`src/rtl/xlat_pkg.sv`:
```
package xlat_pkg;

  // Result codes returned on rsp_cause
  typedef enum logic [1:0] {
    CAUSE_OK     = 2'd0,
    CAUSE_PGFLT  = 2'd1,
    CAUSE_BUSERR = 2'd2
  } cause_e;

  // Walk sequencer states
  typedef enum logic [3:0] {
    S_IDLE,
    S_L1_ADDR,
    S_L1_REQ,
    S_L1_RESP,
    S_L2_ADDR,
    S_L2_REQ,
    S_L2_RESP,
    S_RESP
  } walk_st_e;

  // Entry flag positions (decoded by neighbours, so fixed)
  localparam int BIT_PRESENT = 0;
  localparam int BIT_RD      = 1;
  localparam int BIT_WR      = 2;
  localparam int ATTR_LO     = 3;
  localparam int ATTR_HI     = 8;
  localparam int ATTR_W      = ATTR_HI - ATTR_LO + 1;

endpackage

```
`src/rtl/xlat_index.sv`:
```
// Forms the byte addresses of the two table entries of a walk.
module xlat_index #(
  parameter int ADDR_W   = 32,
  parameter int L1_BITS  = 10,
  parameter int L2_BITS  = 10,
  parameter int OFF_BITS = 12,
  parameter int ENT_LG   = 2
) (
  input  logic [ADDR_W-OFF_BITS-1:0] vpn,
  input  logic [ADDR_W-1:0]          root_base,
  input  logic [ADDR_W-1:0]          leaf_base,
  output logic [ADDR_W-1:0]          l1_addr,
  output logic [ADDR_W-1:0]          l2_addr
);
  localparam int VPN_W = L1_BITS + L2_BITS;
  localparam int PAD1  = ADDR_W - L1_BITS - ENT_LG;
  localparam int PAD2  = ADDR_W - L2_BITS - ENT_LG;

  logic [L1_BITS-1:0] l1_idx;
  logic [L2_BITS-1:0] l2_idx;

  always_comb begin
    l1_idx  = vpn[VPN_W-1:L2_BITS];
    l2_idx  = vpn[L2_BITS-1:0];
    l1_addr = root_base + {{PAD1{1'b0}}, l1_idx, {ENT_LG{1'b0}}};
    l2_addr = leaf_base + {{PAD2{1'b0}}, l2_idx, {ENT_LG{1'b0}}};
  end
endmodule

```
`src/rtl/xlat_decode.sv`:
```
// Splits a fetched table entry into flags, bases and attributes.
module xlat_decode
  import xlat_pkg::*;
#(
  parameter int ADDR_W   = 32,
  parameter int OFF_BITS = 12
) (
  input  logic [ADDR_W-1:0] entry,
  input  logic              is_write,
  output logic              present,
  output logic              perm_ok,
  output logic [ADDR_W-1:0] next_base,
  output logic [ADDR_W-OFF_BITS-1:0] page_frame,
  output logic [ATTR_W-1:0] attr
);
  always_comb begin
    present    = entry[BIT_PRESENT];
    perm_ok    = is_write ? entry[BIT_WR] : entry[BIT_RD];
    next_base  = {entry[ADDR_W-1:1], 1'b0};
    page_frame = entry[ADDR_W-1:OFF_BITS];
    attr       = entry[ATTR_HI:ATTR_LO];
  end
endmodule

```
`src/rtl/xlat_seq.sv`:
```
// Walk sequencer: handshakes, latched request and registered outputs.
module xlat_seq
  import xlat_pkg::*;
#(
  parameter int ADDR_W   = 32,
  parameter int OFF_BITS = 12
) (
  input  logic              clk,
  input  logic              rst,
  input  logic              req_valid,
  input  logic [ADDR_W-1:0] req_vaddr,
  input  logic              req_write,
  input  logic [ADDR_W-1:0] dir_base,
  output logic              req_ready,
  output logic              mem_req_valid,
  input  logic              mem_req_ready,
  output logic [ADDR_W-1:0] mem_req_addr,
  input  logic              mem_rsp_valid,
  input  logic              mem_rsp_err,
  input  logic              ent_present,
  input  logic              ent_perm_ok,
  input  logic [ADDR_W-1:0] ent_next_base,
  input  logic [ADDR_W-OFF_BITS-1:0] ent_frame,
  input  logic [ATTR_W-1:0] ent_attr,
  input  logic [ADDR_W-1:0] l1_addr,
  input  logic [ADDR_W-1:0] l2_addr,
  output logic [ADDR_W-1:0] va_q,
  output logic              wr_q,
  output logic [ADDR_W-1:0] root_q,
  output logic [ADDR_W-1:0] leaf_q,
  output logic              rsp_valid,
  input  logic              rsp_ready,
  output cause_e            rsp_cause,
  output logic [ADDR_W-1:0] rsp_paddr,
  output logic [ATTR_W-1:0] rsp_attr
);
  walk_st_e st;

  always_ff @(posedge clk) begin
    if (rst) begin
      st            <= S_IDLE;
      req_ready     <= 1'b1;
      mem_req_valid <= 1'b0;
      mem_req_addr  <= '0;
      va_q          <= '0;
      wr_q          <= 1'b0;
      root_q        <= '0;
      leaf_q        <= '0;
      rsp_valid     <= 1'b0;
      rsp_cause     <= CAUSE_OK;
      rsp_paddr     <= '0;
      rsp_attr      <= '0;
    end else begin
      case (st)
        S_IDLE: begin
          if (req_valid) begin
            va_q      <= req_vaddr;
            wr_q      <= req_write;
            root_q    <= dir_base;
            req_ready <= 1'b0;
            st        <= S_L1_ADDR;
          end
        end
        S_L1_ADDR: begin
          mem_req_valid <= 1'b1;
          mem_req_addr  <= l1_addr;
          st            <= S_L1_REQ;
        end
        S_L2_ADDR: begin
          mem_req_valid <= 1'b1;
          mem_req_addr  <= l2_addr;
          st            <= S_L2_REQ;
        end
        S_L1_REQ, S_L2_REQ: begin
          if (mem_req_ready) begin
            mem_req_valid <= 1'b0;
            st <= (st == S_L1_REQ) ? S_L1_RESP : S_L2_RESP;
          end
        end
        S_L1_RESP: begin
          if (mem_rsp_valid) begin
            if (mem_rsp_err || !ent_present) begin
              rsp_valid <= 1'b1;
              rsp_cause <= mem_rsp_err ? CAUSE_BUSERR : CAUSE_PGFLT;
              rsp_paddr <= '0;
              rsp_attr  <= '0;
              st        <= S_RESP;
            end else begin
              leaf_q <= ent_next_base;
              st     <= S_L2_ADDR;
            end
          end
        end
        S_L2_RESP: begin
          if (mem_rsp_valid) begin
            rsp_valid <= 1'b1;
            st        <= S_RESP;
            if (mem_rsp_err) begin
              rsp_cause <= CAUSE_BUSERR;
              rsp_paddr <= '0;
              rsp_attr  <= '0;
            end else if (!ent_present || !ent_perm_ok) begin
              rsp_cause <= CAUSE_PGFLT;
              rsp_paddr <= '0;
              rsp_attr  <= '0;
            end else begin
              rsp_cause <= CAUSE_OK;
              rsp_paddr <= {ent_frame, va_q[OFF_BITS-1:0]};
              rsp_attr  <= ent_attr;
            end
          end
        end
        S_RESP: begin
          if (rsp_ready) begin
            rsp_valid <= 1'b0;
            req_ready <= 1'b1;
            st        <= S_IDLE;
          end
        end
        default: st <= S_IDLE;
      endcase
    end
  end
endmodule

```
`src/rtl/xlat_walker.sv`:
```
// Top: two-level table walker with one walk in flight.
module xlat_walker
  import xlat_pkg::*;
#(
  parameter int ADDR_W   = 32,
  parameter int L1_BITS  = 10,
  parameter int L2_BITS  = 10,
  parameter int OFF_BITS = 12,
  parameter int ENT_LG   = 2
) (
  input  logic              clk,
  input  logic              rst,
  input  logic [ADDR_W-1:0] dir_base,
  input  logic              req_valid,
  output logic              req_ready,
  input  logic [ADDR_W-1:0] req_vaddr,
  input  logic              req_write,
  output logic              mem_req_valid,
  input  logic              mem_req_ready,
  output logic [ADDR_W-1:0] mem_req_addr,
  input  logic              mem_rsp_valid,
  input  logic [ADDR_W-1:0] mem_rsp_data,
  input  logic              mem_rsp_err,
  output logic              rsp_valid,
  input  logic              rsp_ready,
  output logic [1:0]        rsp_cause,
  output logic [ADDR_W-1:0] rsp_paddr,
  output logic [ATTR_W-1:0] rsp_attr,
  output logic [ADDR_W-1:0] rsp_vaddr,
  output logic              rsp_write
);
  localparam int VPN_W = ADDR_W - OFF_BITS;

  logic [ADDR_W-1:0] va_q, root_q, leaf_q, l1_addr, l2_addr, next_base;
  logic              wr_q, present, perm_ok;
  logic [VPN_W-1:0]  frame;
  logic [ATTR_W-1:0] attr;
  cause_e            cause;

  xlat_index #(
    .ADDR_W(ADDR_W), .L1_BITS(L1_BITS), .L2_BITS(L2_BITS),
    .OFF_BITS(OFF_BITS), .ENT_LG(ENT_LG)
  ) u_index (
    .vpn(va_q[ADDR_W-1:OFF_BITS]),
    .root_base(root_q),
    .leaf_base(leaf_q),
    .l1_addr(l1_addr),
    .l2_addr(l2_addr)
  );

  xlat_decode #(.ADDR_W(ADDR_W), .OFF_BITS(OFF_BITS)) u_decode (
    .entry(mem_rsp_data),
    .is_write(wr_q),
    .present(present),
    .perm_ok(perm_ok),
    .next_base(next_base),
    .page_frame(frame),
    .attr(attr)
  );

  xlat_seq #(.ADDR_W(ADDR_W), .OFF_BITS(OFF_BITS)) u_seq (
    .clk(clk), .rst(rst),
    .req_valid(req_valid), .req_vaddr(req_vaddr), .req_write(req_write),
    .dir_base(dir_base), .req_ready(req_ready),
    .mem_req_valid(mem_req_valid), .mem_req_ready(mem_req_ready),
    .mem_req_addr(mem_req_addr),
    .mem_rsp_valid(mem_rsp_valid), .mem_rsp_err(mem_rsp_err),
    .ent_present(present), .ent_perm_ok(perm_ok),
    .ent_next_base(next_base), .ent_frame(frame), .ent_attr(attr),
    .l1_addr(l1_addr), .l2_addr(l2_addr),
    .va_q(va_q), .wr_q(wr_q), .root_q(root_q), .leaf_q(leaf_q),
    .rsp_valid(rsp_valid), .rsp_ready(rsp_ready),
    .rsp_cause(cause), .rsp_paddr(rsp_paddr), .rsp_attr(rsp_attr)
  );

  assign rsp_cause = cause;
  assign rsp_vaddr = va_q;
  assign rsp_write = wr_q;
endmodule

```
`config.mk`:
```
export PLATFORM = sky130hd
export DESIGN_NAME = xlat_walker
export DESIGN_NICKNAME = d
export VERILOG_FILES = /design/src/rtl/xlat_pkg.sv /design/src/rtl/xlat_index.sv /design/src/rtl/xlat_decode.sv /design/src/rtl/xlat_seq.sv /design/src/rtl/xlat_walker.sv
export SDC_FILE = /design/constraint.sdc
export NUM_CORES = 1
export LEC_CHECK = 0
export BUFFER_PORTS_ARGS = -buffer_cell sky130_fd_sc_hd__buf_2
export CAP_MARGIN = 15
export CELL_PAD_IN_SITES_DETAIL_PLACEMENT = 2
export CELL_PAD_IN_SITES_GLOBAL_PLACEMENT = 2
export CORE_ASPECT_RATIO = 0.5
export CORE_MARGIN = 3
export CORE_UTILIZATION = 25
export CTS_CLUSTER_DIAMETER = 40
export DETAILED_ROUTE_END_ITERATION = 16
export PLACE_DENSITY_LB_ADDON = 0.1
export SKIP_LAST_GASP = 1
export SLEW_MARGIN = 20
export SYNTH_ARGS = -nofsm -noshare
export SYNTH_HDL_FRONTEND = slang
export SYNTH_SLANG_ARGS = --single-unit
```
`constraint.sdc`:
```
create_clock -name clk -period 6.5 [get_ports clk]
set_input_delay 1.625 -clock clk [delete_from_list [all_inputs] [get_ports clk]]
set_output_delay 1.625 -clock clk [all_outputs]
set_load 0.005 [all_outputs]
```
==> run summary <==
========================================================================================================
Remaining antenna violation count                                                                      0
Total negative slack for setup checks                                                               0 ps
Synth area leader                                                                                dfxtp_1
Leading cell type in the layout, fill and taps excluded                                          nand2_1
Hold/Removal Path Class                                                                     flip-flop to flip-flop
Critical Path, Cell by Cell                                                                 buf_2 > inv_1 > a21oi_1 > a21o_1 > nand3_2 > nor3_1 > a21oi_1 > nor2_1
Transition time at the pin with the least slew margin                                             944 ps
Worst setup slack after layout                                                                   3180 ps
Final core area utilization                                                                        0.322
Longest Clk Path Bufs                                                                                  2
FFs w/ async S/R, synth                                                                                0
Period Utilization, post-route                                                                     0.510
Post-cts hold buffer count                                                                             0
Later-pin clock latency in the skew report                                                        450 ps
Switching power total                                                                             906 µW
Filler cell count in the final layout                                                              3,622
Routed len/inst                                                                                  19.2 µm
Crit path max fanout                                                                                  41
Place WS                                                                                         2690 ps
Worst flop-to-flop path endpoint                                                            u_seq.mem_req_addr[24]
Non-filler cells, final                                                                            1,633
Most used cell along the critical path                                                           a21oi_1
Die height                                                                                        132 µm
CTS tree                                                                                             yes
Area growth, synth to finish                                                                       24.6%
Crit start category                                                                         primary input
Largest family of logic cells by synthesized area                                           simple AND/OR/NAND/NOR gates
Number of flip-flops and latches in the synthesized netlist                                          174
Total number of placement rows                                                                        45
Worst clock skew                                                                                 15.0 ps
Number of max-capacitance violations reported                                                          0
XOR/XNOR Fraction of Synth Area                                                                   0.0518
Reg-to-Reg Start                                                                            u_seq.va_q[22]
Worst-case vdd ir drop                                                                          0.185 mV
Min-Delay Endpoint                                                                          u_seq.rsp_paddr[27]
Worst-case reg-to-reg path depth                                                                       9
Number of setup violations in the final report                                                         0
Number of gates resized after CTS                                                                      0
Global route overflow                                                                                  0
GR Util All Layers                                                                                 0.183
Clock buffer count from CTS                                                                           17
Post-DR vias/cell                                                                                   4.84
Vias in the first global route                                                                     8,327
Routed vias                                                                                        7,903
Relative contribution of combinational cells to total power                                        0.200
Total setup buffers inserted after CTS                                                                 0
Horizontal die dimension                                                                          258 µm
Starting Density                                                                                   0.258
Clock network fraction of total power                                                              0.340
Register-to-Register Setup Slack                                                                 3510 ps
Share of the yosys chip area belonging to registers                                                0.438
Clock H-tree levels                                                                                    4
Synthesized area per cell                                                                       7.77 µm²
Portion of total power attributed to sequential cells                                              0.460
Delay of the slowest critical-path stage                                                          700 ps
Setup repair after global routing missed its margin                                                false
Count of port buffers added during placement                                                         211
Worst setup path category                                                                   primary input to flip-flop
Lkg Pwr                                                                                       0.00398 µW
Switching fraction of total power                                                                  0.328
Final HPWL from detailed placement                                                             23,200 µm
Worst Min Path Start                                                                        u_seq.rsp_paddr[27]
Post-Place Cell Area                                                                            9380 µm²
Basic-gate share of the synthesized area counting and, or, nand and nor cells                      0.238
Synthesized-area fraction occupied by adder cells                                                 0.0365
Maximum clock rate                                                                             0.301 GHz
Total count of max-transition violations in the final report                                           0
Depth of the worst hold-timing path                                                                    2
Crit path time final                                                                             3320 ps
Cell at the root of the clock tree                                                             clkbuf_16
Synth Warn #                                                                                           0
Number of DRC violations after detailed routing                                                        0
WP data required                                                                                 6870 ps
Setup crit end kind                                                                            flip-flop
Die Outline Area                                                                              34,100 µm²
Fraction of post-synthesis cell area in the top cell type by area                                  0.438
Number of antenna violations at the first check in global routing                                      3
Internal power                                                                                   1850 µW
Count of distinct cell types in the synthesized netlist                                               54
Main flop type after synthesis                                                                   dfxtp_1
Post-CTS clock slew at the launch and capture registers of the worst setup and hold paths          70 ps
Layout cell share with drive strength beyond 1                                                     0.219
Core box area                                                                                 30,800 µm²
Num ports                                                                                            212
Post-synthesis instance area                                                                    7950 µm²
Worst relative slew slack                                                                          0.370
Pin count of the biggest net entering global routing                                                  86
Total detailed-routing wirelength                                                              31,300 µm
Number of placed instances with taps included                                                      1,601
Critical path's slowest cell                                                                     nand3_2
Pwr per Cell Area                                                                             279 nW/µm²
Sinks on Clock Net                                                                                   174
Run status                                                                                  complete, no violations
Synth Instances                                                                                    1,023
Net count of the finished layout                                                                   1,323
Global-route wire length before repair                                                         49,000 µm
Multiplexer share of the synthesized area                                                        0.00756
Count of flip-flops with a built-in enable after synthesis                                             0
Top cells by area in the synthesized netlist                                                dfxtp_1 (44%), nand2_1 (13%), a21oi_1 (11%)
First drt pass iteration count                                                                         4
Signal arrival time at the worst endpoint                                                        3680 ps
Final Hold Viols                                                                                       0
Leading cell types in the layout, fill and taps excluded                                    nand2_1 (275), buf_2 (210), dfxtp_1 (174)
Global placer's final weighted congestion                                                          0.809
Net Count, Synth                                                                                   1,149
Initial drt markers                                                                                  304
Share of the synthesized area in compound gates (AO/OA/AOI/OAI)                                    0.190
Area of all placed cells without fillers                                                        9900 µm²
========================================================================================================
[through the flow]
step | power (µW) | hold slack (ps)
2_1_floorplan | 1580 | 436
3_3_place_gp | 1840 | 436
3_5_place_dp | 1860 | 445
4_1_cts | 2820 | 455
5_1_grt | 2940 | 480
6_report | 2760 | 450
[power by group through the flow]
stage / combinational, µW / clock, µW / sequential [µW]
global route: 625 / 1030 / 1290
finish: 552 / 939 / 1270
CTS: 573 / 975 / 1270
floorplan: 330 / 0 / 1260
detailed placement: 566 / 0 / 1290
global placement: 551 / 0 / 1290
[metal layers]
| layer | track usage | vias up | share of wire |
|---|---|---|---|
| met3 | 0.0449 | 23 | 0.045 |
| li1 | - | 3879 | - |
| met4 | 0.0366 | 4 | 0.011 |
| met5 | 0 | - | 0.00086 |
| met2 | 0.278 | 124 | 0.43 |
| met1 | 0.263 | 3873 | 0.51 |
[critical path, delay by kind of cell]
kind,cells,cell delay [ps]
compound gates,3,550
buf+inv,2,260
simple gates,3,1250
[registers in the layout, summed over array words and instances, names as in the netlist]
register,flops
u_seq.mem_req_valid,1
u_seq.st,3
u_seq.va_q,32
u_seq.rsp_attr,6
u_seq.leaf_q,31
u_seq.mem_req_addr,32
u_seq.root_q,32
u_seq.wr_q,1
u_seq.req_ready,1
u_seq.rsp_paddr,32
u_seq.rsp_valid,1
u_seq.rsp_cause,2
[synth_stat cells, types with 2 or more instances]
cell type / n
fa_1: 2
nand2_1: 276
nor2_1: 41
dfxtp_1: 174
o221ai_1: 4
nor3b_1: 2
buf_1: 3
o21ai_1: 7
a2111oi_0: 6
nand4_1: 5
o21ai_0: 15
xor2_1: 26
nor3_1: 15
a21o_1: 7
a211oi_1: 15
o211ai_1: 4
inv_1: 10
nor2b_1: 4
a311oi_1: 3
clkbuf_1: 56
buf_2: 6
and4_1: 3
nand3_1: 61
a22oi_1: 5
nor4_1: 5
or3_1: 2
a221oi_1: 6
inv_2: 2
and3_1: 9
mux2i_1: 6
a31oi_1: 5
o22ai_1: 6
ha_1: 20
xnor2_1: 21
a21oi_1: 171
a31o_1: 2
[logic make-up after synthesis]
family	after synthesis
muxes	6
AOI/OAI and AO/OA	263
buffers and inverters	77
DFF	174
adders and majority gates	22
and+or+nand+nor	434
xor gates and xnor gates	47
[worst max path at each step]
stage / from / end / slack (ps) / cells after the start
3_3_place_gp: mem_rsp_err / u_seq.rsp_cause[0] / 2730 / 8
3_5_place_dp: mem_rsp_err / u_seq.rsp_cause[0] / 2690 / 8
5_1_grt: mem_rsp_err / u_seq.rsp_cause[0] / 2860 / 8
4_1_cts: mem_rsp_err / u_seq.rsp_cause[0] / 3120 / 8
6_report: mem_rsp_err / u_seq.rsp_cause[0] / 3180 / 8
2_1_floorplan: mem_rsp_err / u_seq.rsp_attr[0] / 3430 / 8
[area by class of cell]
cell class                      count  area, µm²  area share
Inverter                           12       45.0     0.00455
Clock inverter                     13       90.1     0.00910
Sequential cell                   174       3480       0.352
Antenna cell                        1       2.50    0.000253
Timing Repair Buffer              220       1130       0.114
Multi-Input combinational cell    772       4200       0.424
Tap cell                          423        529      0.0534
Clock buffer                       18        429      0.0433
Note: power is estimated with default switching activity, not from simulation.
